==> config.mk <==
export PLATFORM = sky130hd
export DESIGN_NAME = dma_chain_chan
export DESIGN_NICKNAME = d
export VERILOG_FILES = /design/src/rtl/dma_chain_pkg.sv /design/src/rtl/dma_addr_span.sv /design/src/rtl/dma_lane_mux.sv /design/src/rtl/dma_chain_chan.sv
export SDC_FILE = /design/constraint.sdc
export NUM_CORES = 1
export LEC_CHECK = 0
export BUFFER_PORTS_ARGS = -buffer_cell sky130_fd_sc_hd__clkbuf_2
export CAP_MARGIN = 20
export CORE_UTILIZATION = 28
export DETAILED_ROUTE_END_ITERATION = 6
export SETUP_SLACK_MARGIN = 0.4
export SLEW_MARGIN = 20
export SYNTH_ARGS = -nofsm -noshare
export SYNTH_HDL_FRONTEND = slang
export SYNTH_SLANG_ARGS = --single-unit
==> constraint.sdc <==
create_clock -name clk_i -period 6.8 [get_ports clk_i]
set_input_delay 0.34 -clock clk_i [delete_from_list [all_inputs] [get_ports clk_i]]
set_output_delay 0.34 -clock clk_i [all_outputs]
set_load 0.05 [all_outputs]
==> src/rtl/dma_chain_pkg.sv <==
package dma_chain_pkg;

    // Record words and the memory port are fixed at 32 bits by the record layout.
    localparam int WORD_W     = 32;
    localparam int BYTES      = WORD_W / 8;
    localparam int LANE_W     = $clog2(BYTES);
    localparam int CNT_W      = 10;
    localparam int REM_W      = CNT_W + 1;
    localparam int REC_WORDS  = 4;
    localparam int WIDX_W     = $clog2(REC_WORDS);
    localparam int REC_BYTES  = REC_WORDS * BYTES;
    localparam int STRIDE_W   = 6;

    typedef enum logic [2:0] {
        ST_IDLE  = 3'd0,
        ST_FETCH = 3'd1,
        ST_CHECK = 3'd2,
        ST_ARM   = 3'd3,
        ST_READ  = 3'd4,
        ST_WRITE = 3'd5
    } chan_state_e;

    typedef struct packed {
        logic             valid;
        logic             chain_en;
        logic             self_start;
        logic             flag_a;
        logic             flag_b;
        logic [1:0]       size_code;
        logic [1:0]       src_step;
        logic [1:0]       dst_step;
        logic [CNT_W-1:0] cnt_m1;
    } ctrl_t;

    typedef struct packed {
        chan_state_e       st;
        logic [WIDX_W-1:0] widx;
        logic [WORD_W-1:0] rec_ptr;
        ctrl_t             ctrl;
        logic [WORD_W-1:0] src_last;
        logic [WORD_W-1:0] dst_last;
        logic [WORD_W-1:0] next_ptr;
        logic [WORD_W-1:0] src_a;
        logic [WORD_W-1:0] dst_a;
        logic [WORD_W-1:0] elem;
        logic [REM_W-1:0]  rem;
        logic              irq_a;
        logic              irq_b;
        logic              err;
    } chan_regs_t;

    // Control word field positions: the only layout the channel decodes.
    function automatic ctrl_t unpack_ctrl(input logic [WORD_W-1:0] w);
        ctrl_t c;
        c.valid      = w[0];
        c.chain_en   = w[1];
        c.self_start = w[2];
        c.flag_a     = w[3];
        c.flag_b     = w[4];
        c.size_code  = w[6:5];
        c.src_step   = w[9:8];
        c.dst_step   = w[13:12];
        c.cnt_m1     = w[16 +: CNT_W];
        return c;
    endfunction

endpackage

==> src/rtl/dma_addr_span.sv <==
// Per-side address math: stride, first address from last address, and alignment check.
module dma_addr_span
    import dma_chain_pkg::*;
(
    input  logic [1:0]          size_code_i,
    input  logic [1:0]          step_code_i,
    input  logic [CNT_W-1:0]    cnt_m1_i,
    input  logic [WORD_W-1:0]   last_addr_i,
    output logic [WORD_W-1:0]   first_addr_o,
    output logic [STRIDE_W-1:0] stride_o,
    output logic                misaligned_o
);
    logic [STRIDE_W-1:0] factor;
    logic [WORD_W-1:0]   span;

    always_comb begin
        case (step_code_i)
            2'd0:    factor = STRIDE_W'(0);
            2'd1:    factor = STRIDE_W'(1);
            2'd2:    factor = STRIDE_W'(2);
            default: factor = STRIDE_W'(4);
        endcase
        stride_o     = factor << size_code_i;
        span         = WORD_W'(cnt_m1_i) * WORD_W'(stride_o);
        first_addr_o = last_addr_i - span;
        case (size_code_i)
            2'd0:    misaligned_o = 1'b0;
            2'd1:    misaligned_o = last_addr_i[0];
            2'd2:    misaligned_o = |last_addr_i[1:0];
            default: misaligned_o = 1'b1;
        endcase
    end
endmodule

==> src/rtl/dma_lane_mux.sv <==
// Selects the element from a read word and spreads it over the write lanes.
module dma_lane_mux
    import dma_chain_pkg::*;
(
    input  logic [1:0]        size_code_i,
    input  logic [LANE_W-1:0] rd_lane_i,
    input  logic [LANE_W-1:0] wr_lane_i,
    input  logic [WORD_W-1:0] rdata_i,
    input  logic [WORD_W-1:0] elem_i,
    output logic [WORD_W-1:0] elem_o,
    output logic [WORD_W-1:0] wdata_o,
    output logic [BYTES-1:0]  be_o
);
    logic [WORD_W-1:0] shifted;
    logic [BYTES-1:0]  mask;

    always_comb begin
        shifted = rdata_i >> {rd_lane_i, 3'b000};
        case (size_code_i)
            2'd0: begin
                elem_o  = {{(WORD_W-8){1'b0}}, shifted[7:0]};
                wdata_o = {BYTES{elem_i[7:0]}};
                mask    = BYTES'(1);
            end
            2'd1: begin
                elem_o  = {{(WORD_W-16){1'b0}}, shifted[15:0]};
                wdata_o = {(BYTES/2){elem_i[15:0]}};
                mask    = BYTES'(3);
            end
            default: begin
                elem_o  = shifted;
                wdata_o = elem_i;
                mask    = {BYTES{1'b1}};
            end
        endcase
        be_o = mask << wr_lane_i;
    end
endmodule

==> src/rtl/dma_chain_chan.sv <==
module dma_chain_chan
    import dma_chain_pkg::*;
#(
    parameter logic [31:0] TABLE_BASE = 32'h0000_0200,
    parameter int unsigned CHAN_ID    = 1
)(
    input  logic              clk_i,
    input  logic              rst_ni,
    input  logic              start_i,
    input  logic              req_i,
    output logic              mem_req_o,
    output logic              mem_we_o,
    output logic [31:0]       mem_addr_o,
    output logic [31:0]       mem_wdata_o,
    output logic [3:0]        mem_be_o,
    input  logic [31:0]       mem_rdata_i,
    input  logic              mem_ready_i,
    output logic              busy_o,
    output logic [REM_W-1:0]  remain_o,
    output logic              irq_a_o,
    output logic              irq_b_o,
    output logic              err_o
);
    localparam logic [WORD_W-1:0] FIRST_REC = TABLE_BASE + WORD_W'(CHAN_ID * REC_BYTES);

    chan_regs_t q, d;

    // Index 0 = source side, 1 = destination side.
    logic [1:0]          side_step  [2];
    logic [WORD_W-1:0]   side_last  [2];
    logic [WORD_W-1:0]   side_first [2];
    logic [STRIDE_W-1:0] side_str   [2];
    logic                side_bad   [2];

    assign side_step[0] = q.ctrl.src_step;
    assign side_step[1] = q.ctrl.dst_step;
    assign side_last[0] = q.src_last;
    assign side_last[1] = q.dst_last;

    for (genvar s = 0; s < 2; s++) begin : g_side
        dma_addr_span u_span (
            .size_code_i  (q.ctrl.size_code),
            .step_code_i  (side_step[s]),
            .cnt_m1_i     (q.ctrl.cnt_m1),
            .last_addr_i  (side_last[s]),
            .first_addr_o (side_first[s]),
            .stride_o     (side_str[s]),
            .misaligned_o (side_bad[s])
        );
    end

    logic [WORD_W-1:0] elem_rd;
    logic [WORD_W-1:0] wdata;
    logic [BYTES-1:0]  be;

    dma_lane_mux u_lane (
        .size_code_i (q.ctrl.size_code),
        .rd_lane_i   (q.src_a[LANE_W-1:0]),
        .wr_lane_i   (q.dst_a[LANE_W-1:0]),
        .rdata_i     (mem_rdata_i),
        .elem_i      (q.elem),
        .elem_o      (elem_rd),
        .wdata_o     (wdata),
        .be_o        (be)
    );

    always_comb begin
        d          = q;
        mem_req_o  = 1'b0;
        mem_we_o   = 1'b0;
        mem_addr_o = '0;
        case (q.st)
            ST_IDLE: begin
                if (start_i) begin
                    d.st      = ST_FETCH;
                    d.widx    = '0;
                    d.rec_ptr = FIRST_REC;
                    d.rem     = '0;
                    d.irq_a   = 1'b0;
                    d.irq_b   = 1'b0;
                    d.err     = 1'b0;
                end
            end
            ST_FETCH: begin
                mem_req_o  = 1'b1;
                mem_addr_o = q.rec_ptr + WORD_W'({q.widx, 2'b00});
                if (mem_ready_i) begin
                    case (q.widx)
                        2'd0:    d.ctrl     = unpack_ctrl(mem_rdata_i);
                        2'd1:    d.src_last = mem_rdata_i;
                        2'd2:    d.dst_last = mem_rdata_i;
                        default: d.next_ptr = mem_rdata_i;
                    endcase
                    d.widx = q.widx + WIDX_W'(1);
                    if (q.widx == WIDX_W'(REC_WORDS - 1)) begin
                        d.st = ST_CHECK;
                    end
                end
            end
            ST_CHECK: begin
                if (!q.ctrl.valid) begin
                    d.st = ST_IDLE;
                end else if (side_bad[0] || side_bad[1]) begin
                    d.err = 1'b1;
                    d.st  = ST_IDLE;
                end else begin
                    d.src_a = side_first[0];
                    d.dst_a = side_first[1];
                    d.rem   = {1'b0, q.ctrl.cnt_m1} + REM_W'(1);
                    d.st    = q.ctrl.self_start ? ST_READ : ST_ARM;
                end
            end
            ST_ARM: begin
                if (req_i) begin
                    d.st = ST_READ;
                end
            end
            ST_READ: begin
                mem_req_o  = 1'b1;
                mem_addr_o = {q.src_a[WORD_W-1:LANE_W], {LANE_W{1'b0}}};
                if (mem_ready_i) begin
                    d.elem = elem_rd;
                    d.st   = ST_WRITE;
                end
            end
            ST_WRITE: begin
                mem_req_o  = 1'b1;
                mem_we_o   = 1'b1;
                mem_addr_o = {q.dst_a[WORD_W-1:LANE_W], {LANE_W{1'b0}}};
                if (mem_ready_i) begin
                    d.rem   = q.rem - REM_W'(1);
                    d.src_a = q.src_a + WORD_W'(side_str[0]);
                    d.dst_a = q.dst_a + WORD_W'(side_str[1]);
                    if (q.rem == REM_W'(1)) begin
                        d.irq_a = q.irq_a | q.ctrl.flag_a;
                        d.irq_b = q.irq_b | q.ctrl.flag_b;
                        if (q.ctrl.chain_en) begin
                            d.rec_ptr = q.next_ptr;
                            d.widx    = '0;
                            d.st      = ST_FETCH;
                        end else begin
                            d.st = ST_IDLE;
                        end
                    end else begin
                        d.st = ST_READ;
                    end
                end
            end
            default: d.st = ST_IDLE;
        endcase
    end

    always_ff @(posedge clk_i or negedge rst_ni) begin
        if (!rst_ni) begin
            q <= '0;
        end else begin
            q <= d;
        end
    end

    assign mem_wdata_o = wdata;
    assign mem_be_o    = mem_we_o ? be : '0;
    assign busy_o      = (q.st != ST_IDLE);
    assign remain_o    = q.rem;
    assign irq_a_o     = q.irq_a;
    assign irq_b_o     = q.irq_b;
    assign err_o       = q.err;

endmodule

---- Word level (Yosys, flattened, before mapping) ----
Cells that the tools add are included.
operators by class
  reduce and logical (&&, ||, !) cells .... 28
  muxes and demuxes ....................... 41
  shift operators ......................... 4
  eq/ne operators ......................... 26
  bitwise gates (word level) .............. 3
  multipliers ............................. 2
  add/subtract/negate cells ............... 8
operators with widths
  operator                                       count
  two-way mux 64 bit                             3
  one-hot mux 32 bit (2 select lines)            3
  one-hot mux 64 bit (2 select lines)            1
  one-hot mux 32 bit (3 select lines)            1
  two-way mux 37 bit                             2
  two-way mux 34 bit                             2
  adder 32 x 6 -> 32 bit                         2
  subtractor 32 x 16 -> 32 bit                   2
  one-hot mux 11 bit (3 select lines)            1
  adder 32 x 4 -> 32 bit                         1
  multiplier 10 x 6 -> 16 bit                    2
  right shift 32 x 5 -> 32 bit                   1
  two-way mux 11 bit                             2
  inequality test 2 bit, second input constant   11
  two-way mux 3 bit                              7
  one-hot mux 3 bit (3 select lines)             2
  one-hot mux 3 bit (6 select lines)             1
  two-way mux 14 bit                             1
  two-way mux 13 bit                             1
  AND reduction 3 bit                            4
  AND reduction 4 bit                            3
  AND reduction 6 bit                            2
  left shift 3 x 2 -> 6 bit                      2
  adder 10 x 1 -> 11 bit, second input constant  1
  29 further kinds                               54
word-level totals
  bits in registers ....................... 264
  word-level logic and storage cells ...... 134
  input port bits ......................... 37

---- Depth between registers and ports, before layout ----
Gate-level depths: netlist (run 1).
  depth after elaboration ................. 8
  depth in mapped cells ................... 23

---- By module ----
Synthesis (run 1) repeated with hierarchy kept, for this count alone.
second synthesis, totals
  cell total of the unflattened synthesis .. 2228
  area, all modules ....................... 21035.2 µm²
by module, submodules not included
  module                             area each (µm²)  seq. area each (µm²)  instances  cells each
  dma_chain_chan                     13868.3          6606.3                1          1294
  dma_addr_span at g_side[0].u_span  3081.7           0.0                   1          400
  dma_addr_span at g_side[1].u_span  2985.4           0.0                   1          381
  dma_lane_mux                       1099.8           0.0                   1          153

---- Worst setup path after synthesis (run 1) ----
OpenSTA, ideal clock, no wires.
  path type ............................... flip-flop to flip-flop
  start ................................... reg q[220] (netlist name)
  end ..................................... reg q[98] (netlist name)
  path buffers ............................ 3
  setup slack ............................. 1069 ps
  setup time .............................. 124 ps
  clock period less this slack ............ 5731 ps
  data arrival time ....................... 5607 ps
  stages on the path, launching flop included .. 22
  cells stage by stage .................... dfrtp_1 buf_2 clkbuf_1 xor2_1 nand2_1 o22ai_1 clkbuf_1 nand2_1 fa_1 fa_1 fa_1 inv_1 fa_1 inv_1 ha_1 and3_1 a221oi_2 o211a_1 o41ai_2 nand2_1 mux2_1 a211o_1
between the ends
  cells in the longest elaborated chain, start to end .. 6
  elaborated cells on any way between the ends .. 16
ends and longest elaborated chain
  element                              line                   source
  start, declared                      dma_chain_chan.sv:26   chan_regs_t q, d;
  start signal, assigned               dma_chain_chan.sv:155  q <= '0;
  start signal, assigned               dma_chain_chan.sv:157  q <= d;
  left shift 3 x 2 -> 6 bit            dma_addr_span.sv:23    stride_o = factor << size_code_i;
  multiplier 10 x 6 -> 16 bit          dma_addr_span.sv:24    span = WORD_W'(cnt_m1_i) * WORD_W'(stride_o);
  subtractor 32 x 16 -> 32 bit         dma_addr_span.sv:25    first_addr_o = last_addr_i - span;
  two-way mux 64 bit                   dma_chain_chan.sv:103  end else if (side_bad[0] || side_bad[1]) begin
  two-way mux 64 bit                   dma_chain_chan.sv:101  if (!q.ctrl.valid) begin
  one-hot mux 64 bit (2 select lines)  dma_chain_chan.sv:72   case (q.st)
Parallel ways exist; a longest one is shown, timed or not. The select of a mux whose other input is x is not followed.
A chain may end at the register's enable or synchronous reset.

---- Final worst setup path (run 1) ----
  start ................................... reg q[218] (netlist name)
  end ..................................... reg q[98] (netlist name)
between the ends
  cells in the longest elaborated chain, start to end .. 8
  elaborated cells on any way between the ends .. 12
ends and longest elaborated chain
  element                                      line                   source
  equality test 2 bit (tied with other cells)  dma_addr_span.sv:17    case (step_code_i)
  one-hot mux 3 bit (3 select lines) *         dma_addr_span.sv:17
  left shift 3 x 2 -> 6 bit *                  dma_addr_span.sv:23
  multiplier 10 x 6 -> 16 bit                  dma_addr_span.sv:24
  subtractor 32 x 16 -> 32 bit                 dma_addr_span.sv:25
  two-way mux 64 bit                           dma_chain_chan.sv:103
  two-way mux 64 bit                           dma_chain_chan.sv:101
  one-hot mux 64 bit (2 select lines) *        dma_chain_chan.sv:72
Every way passes the cells marked *; elsewhere a longest branch is shown, timed or not. The select of a mux whose other input is x is not followed.

==> results of run 1 <==
[registers in the layout (all words and copies together) (netlist names)]
register  count
q           250
err_o         1
remain_o     11
irq_b_o       1
irq_a_o       1
[worst max-delay path, delay by kind of cell (launching register included)]
family,cells,cell delay [ps]
AO/OA/AOI/OAI,5,1430
adder cells (fa/ha/maj),5,2430
AND/OR/NAND/NOR,5,1210
flip-flops,1,460
multiplexers,1,340
buffers and inverters,2,90
[stage by stage]
step	hold WS (ps)	util, %
after CTS	30.31	31.78
after floorplan	44.41	-
after global routing	50.16	31.80
final	64.00	31.80
after global placement	418.1	30.36
after detailed placement	421.3	30.36
[worst min path at each step]
stage,end,depth (start not counted),slack (ps),start
after floorplan,err_o,0,40,rst_ni
after global placement,q[133],1,420,rst_ni
after detailed placement,q[133],1,420,rst_ni
after CTS,q[146],2,30,mem_rdata_i[4]
after global routing,q[146],2,50,mem_rdata_i[4]
final,q[146],2,60,mem_rdata_i[4]
[logic make-up after synthesis]
logic type | count (synthesis)
muxes | 178
adders and majority gates | 185
DFF | 264
and+or+nand+nor | 655
AOI/OAI and AO/OA | 524
xor gates and xnor gates | 103
buffers and inverters | 309
[placed cells by master, fill, tap and decap left out, types with 34 or more instances in the layout]
| cell type | instances |
|---|---|
| a21o_1 | 34 |
| a21oi_1 | 120 |
| a22o_1 | 50 |
| and2_1 | 38 |
| and3_1 | 51 |
| buf_4 | 34 |
| clkbuf_2 | 120 |
| dfrtp_1 | 264 |
| fa_1 | 93 |
| ha_1 | 92 |
| inv_1 | 151 |
| mux2_2 | 149 |
| nand2_1 | 250 |
| nand3_1 | 57 |
| nor2_1 | 99 |
| o21ai_0 | 106 |
| xnor2_1 | 52 |
| xor2_1 | 51 |
[layout make-up]
| cell class | instances | area share, % |
|---|---|---|
| Multi-Input combinational cell | 1645 | 55.14 |
| Sequential cell | 264 | 28.91 |
| Tap cell | 950 | 5.202 |
| Timing Repair Buffer | 156 | 3.855 |
| Clock buffer | 42 | 3.833 |
| Inverter | 152 | 2.497 |
| Clock inverter | 14 | 0.5640 |
[what timing repair did]
item	in CTS	in global routing
hold buffers	1	0
hold endpoints to repair	90	0
endpoints found under the setup margin	0	14
gates resized for setup	0	6
[layer usage]
| layer | share of wire, % | track usage (%) |
|---|---|---|
| met1 | 46 | 26.52 |
| met2 | 41 | 26.03 |
| met3 | 10 | 4.434 |
| met4 | 3.0 | 5.056 |
| met5 | 0 | 0 |
==> results.yml, run 1 <==
outcome:
  run_status: "finished, final reports clean"
place:
  gpl.final_weighted_congestion: 0.9264
  postPlaceCellArea_um2: 21820
  numPortBuffers: 121
  dp_worst_setup_slack_ps: 645.7
  post-dp-hpwl_um: 50730
  post_place_cells: 3166
floorplanning:
  initial_utilization_pct: 28.45
  coreArea_um2: 71850
  pin_count: 122
  placement_row_count: 98
  chipWidth_um: 272.2
  dieArea_um2: 74090
  die_height_um: 272.2
detailed_routing:
  postRouteAntennaNets: 0
  dr.first_iter.drc_count: 1654
  wirelength_um: 67750
  drcViolationCount: 0
  post_drt_wl_per_cell_um: 21.02
  drt-pass1-iter-count: 6
  avgViaCountPerCell: 5.314
  vias: 17126
worst_setup_path:
  r2r_slack_ps: 730
  timing.critical_path.to: "q[98]"
  worstReg2RegEnd: "q[98]"
  reg2regPathDepth: 18
  r2r_start: "q[218]"
  crit_path_top_delay_cell: "fa_1"
  crit_path_max_fanout: 8
  crit_path_frequent_cell: "fa_1"
  start_kind: "flop"
  worst-endpoint-arrival_ps: 6590
  endpoint_kind: "flop"
  ordered_list_of_cells_on_the_worst_path: "nor2b_1, a22o_1, and2_1, nand2_1, fa_1, fa_1, fa_1, inv_1, fa_1, inv_1, ha_1, and3_1, a221oi_2, o211a_1, o41ai_2, nand2_1, mux2_1, a211o_1"
  critPathMaxStageDelay_ps: 570
  worst_setup_sp: "q[218]"
  critPathKind: "reg2reg"
  worstPathRequired_ps: 7320
sta:
  finalCriticalPeriod_ps: 6071
  slew-limit-headroom_pct: 24.56
  finalHoldViolCount: 0
  grt_setup_unrepaired: "false"
  report.final.slew_viol_count: 0
  timing.final.crit_share_pct: 89.28
  final_critical_path_setup_slack_ps: 728.7
  final.setup_skew_ps: 46.91
  setup_viol: 0
  max_clock_freq_mhz: 164.7
  finalSetupTns_ps: 0
  worst_slew_pin_slew_ps: 1127
grt:
  grt-ovfl-total: 0
  antenna_found_initial: 10
  grt_max_degree: 94
  grt_use_total_pct: 18.08
  first_global_vias: 16166
  grt_first_pass_wirelength_um: 102200
synth:
  synth_adder_area_share_pct: 14.74
  yosys.area_share.xor_xnor_pct: 4.413
  synthArstFlopShare_pct: 100.0
  synth_enable_flop_cells: 0
  number_of_warnings_issued_by_yosys: 0
  synth_top_area_share_pct: 32.32
  mappedNetlistNets: 2440
  synth.mux.area_fraction_pct: 9.634
  synth_most_common_cell: "dfrtp_1"
  synthesis.instances: 2218
  seq_area_frac_synth_pct: 32.32
  synth_area_leaders: "dfrtp_1 (32%), fa_1 (9.1%), mux2_2 (8.2%)"
  netlist.top_cell.by_area: "dfrtp_1"
  synth_flop_cell: "dfrtp_1"
  netlist_top_cells_count: "dfrtp_1 (264), nand2_1 (251), inv_1 (152)"
  post_synth_num_cell_types: 84
  netlist_area_before_placement_um2: 20440
  share_of_the_synthesized_area_in_compound_gates_ao_oa_aoi_oai_pct: 17.00
  synth_top_family_by_area: "compound AO/OA/AOI/OAI gates"
  avg_inst_size_synth_um2: 9.216
  yosys.area_share.simple_pct: 15.71
  ys_seq_elements: 264
cells_and_area:
  area_growth_pct: 11.78
  number_of_inserted_diodes: 0
  seq_area_um2: 6606
  design.final.nets: 2471
  fillers: 7550
  final_cells: 3223
  fraction_of_layout_cells_with_a_size_suffix_above_1_pct: 17.11
  multi_input_comb_area_um2: 12600
  final_area_um2: 22850
clock_tree:
  cts_tree: "done"
  cts-root-buf: "clkbuf_16"
  clkSlewWorstSetupHoldPaths_ps: 70
  cts_inserted_buffers: 30
  clock_tree.buffer_depth: 3
  insertion_delay_ps: 630
  cts_setup_buffers: 0
  cts_sink_cnt: 264
  cts-htree-levels: 1
job:
  cap_viol_max_count: 0
worst_hold_path:
  hold_path_class: "in2reg"
Power of run 1 is not shown: default switching activity piles up to over one toggle a cycle in this logic, so the estimate is an artifact.
==> inputs of run 2 (changes only) <==
--- a/config.mk
+++ b/config.mk
@@ -5,6 +5,7 @@
 export SDC_FILE = /design/constraint.sdc
 export NUM_CORES = 1
 export LEC_CHECK = 0
+export ABC_AREA = 1
 export BUFFER_PORTS_ARGS = -buffer_cell sky130_fd_sc_hd__clkbuf_2
 export CAP_MARGIN = 20
 export CORE_UTILIZATION = 28
==> results.yml, run 2 <==
synth:
  synth_flop_cell: "dfrtp_1"
  netlist.top_cell.by_area: "dfrtp_1"
  netlist_area_before_placement_um2: 22010
  seq_area_frac_synth_pct: 30.01
  synth_most_common_cell: "nand2_1"
  synth_area_leaders: "dfrtp_1 (30%), nand2_1 (17%), fa_1 (8.5%)"
  synth_enable_flop_cells: 0
  avg_inst_size_synth_um2: 6.760
  mappedNetlistNets: 3478
  number_of_warnings_issued_by_yosys: 0
  post_synth_num_cell_types: 53
  synthArstFlopShare_pct: 100.0
  ys_seq_elements: 264
  synth_top_area_share_pct: 30.01
  netlist_top_cells_count: "nand2_1 (1,000), inv_1 (495), nor2_1 (285)"
  synthesis.instances: 3256
worst_setup_path:
  crit_path_top_delay_cell: "nor2_1"
  start_kind: "flop"
  worst-endpoint-arrival_ps: 6490
  crit_path_max_fanout: 12
  crit_buf_inv: 5
  cp_top_family: "adder cells"
  ordered_list_of_cells_on_the_worst_path: "clkinv_1, nor2_1, inv_1, nor2_1, fa_1, inv_1, fa_1, inv_1, fa_1, fa_1, inv_1, ha_1, nand2_1, nor2_1, nand3_1, nand3_1, nand2_1, nand3_1, nand3_1, a21boi_0"
  worstPathRequired_ps: 7250
  critPathMaxStageDelay_ps: 700
  critPathKind: "reg2reg"
  endpoint_kind: "flop"
detailed_routing:
  vias: 21788
  post_drt_wl_per_cell_um: 19.16
  dr.first_iter.drc_count: 2068
  postRouteAntennaNets: 0
  drcViolationCount: 0
  avgViaCountPerCell: 4.978
  drt-pass1-iter-count: 6
  wirelength_um: 83870
clock_tree:
  cts_inserted_buffers: 34
  cts_setup_buffers: 0
  cts_tree: "done"
  cts-root-buf: "clkbuf_16"
  clock_tree.buffer_depth: 3
  cts_sink_cnt: 264
  cts-htree-levels: 2
  clkSlewWorstSetupHoldPaths_ps: 60
  insertion_delay_ps: 560
sta:
  final.setup_skew_ps: 28.28
  finalSetupTns_ps: 0
  slew-limit-headroom_pct: 28.99
  finalHoldViolCount: 0
  max_clock_freq_mhz: 165.7
  grt_setup_unrepaired: "false"
  timing.final.crit_share_pct: 88.74
  finalCriticalPeriod_ps: 6034
  report.final.slew_viol_count: 0
  setup_viol: 0
  worst_slew_pin_slew_ps: 1065
floorplanning:
  coreArea_um2: 77590
  die_height_um: 282.4
  pin_count: 122
  dieArea_um2: 79740
  placement_row_count: 102
  initial_utilization_pct: 28.37
  chipWidth_um: 282.4
cells_and_area:
  mostFrequentLayoutCell: "nand2_1"
  largest_register_ffs: 250
  multi_input_comb_area_um2: 12920
  fraction_of_layout_cells_with_a_size_suffix_above_1_pct: 7.012
  seq_area_um2: 6608
  largest_register: "q"
  fillers: 8655
  most-common-layout-cells: "nand2_1 (996), inv_1 (495), nor2_1 (285)"
  number_of_inserted_diodes: 0
  area_growth_pct: 12.07
  design.final.nets: 3535
grt:
  antenna_found_initial: 1
  grt_max_degree: 160
  grt_use_total_pct: 21.19
  first_global_vias: 20504
  grt_first_pass_wirelength_um: 126100
  grt-ovfl-total: 0
place:
  numPortBuffers: 121
  gpl.final_weighted_congestion: 0.9589
  post-dp-hpwl_um: 64760
worst_hold_path:
  hold_path_class: "in2reg"
outcome:
  run_status: "finished, final reports clean"
job:
  cap_viol_max_count: 0
[run 2: cell types whose count changed after synthesis, moves of 43 or more]
cell,before,now
nor2_1,102,285
o21ai_0,106,283
xnor2_1,52,9
and3_1,51,1
mux2_2,149,0
nand2_1,251,1000
a22o_1,50,5
clkbuf_1,102,58
inv_1,152,495
nand3_1,57,184
[run 2: metrics by stage]
step | utilization [%] | cells | setup slack [ps] | cell area [um^2] | hold slack (ps)
2_1_floorplan | - | 3256 | 1924 | 22010 | 44.41
3_3_place_gp | 30.26 | 4315 | 706.8 | 23480 | 446.7
3_5_place_dp | 30.26 | 4315 | 618.5 | 23480 | 437.8
4_1_cts | 31.75 | 4376 | 572.6 | 24630 | 86.49
5_1_grt | 31.79 | 4377 | 411.2 | 24670 | 121.9
6_report | 31.79 | 4377 | 765.7 | 24670 | 107.7
[run 2: worst paths after layout]
path	cells past startpoint	to	slack [ps]	from
max	20	q[106]	770	q[221]
min	4	q[262]	110	req_i
max reg2reg	20	q[106]	770	q[221]
min reg2reg	2	q[108]	480	q[108]
max in group asynchronous	3	q[70]	4910	rst_ni
min in group asynchronous	2	q[133]	380	rst_ni
[run 2: routing by layer]
layer	vias up	share of wire [%]	wire, um	GRT usage (%)
li1	10448	-	-	-
met4	0	3.5	2914	7.443
met3	119	7.9	6667	4.039
met1	10440	44	37170	29.01
met5	-	0	0	0
met2	781	44	37120	33.13
[run 2: final cells by class]
class	instances	area share [%]
timing repair buffer	138	3.124
tap	1040	5.275
sequential	264	26.79
multi-input combinational	2362	52.38
clock inverter	14	0.7507
clock buffer	46	3.875
inverter	513	7.806
[run 2: cells by family (layout without fill, tap and decap cells)]
family                   Yosys count  count (layout)  synth area share, %
AND/OR/NAND/NOR                 1600            1600                29.75
buffers and inverters            630             711                11.40
AO/OA/AOI/OAI                    550             550                14.07
flip-flops                       264             264                30.01
adder cells (fa/ha/maj)          185             185                13.69
XOR/XNOR                          27              27                1.074
[run 2: repair_timing]
action | 4_1_cts | 5_1_grt
endpoints found under the hold margin | 105 | 0
endpoints found under the setup margin | 0 | 19
hold buffers | 1 | 0
gates resized for setup | 0 | 2
[run 2: tightest hold or removal path, delay by kind of cell]
family	cells	cell delay (ps)
AOI/OAI and AO/OA	1	70
buffers and inverters	2	160
and+or+nand+nor	1	50
Power of run 2 is left out for the same reason.
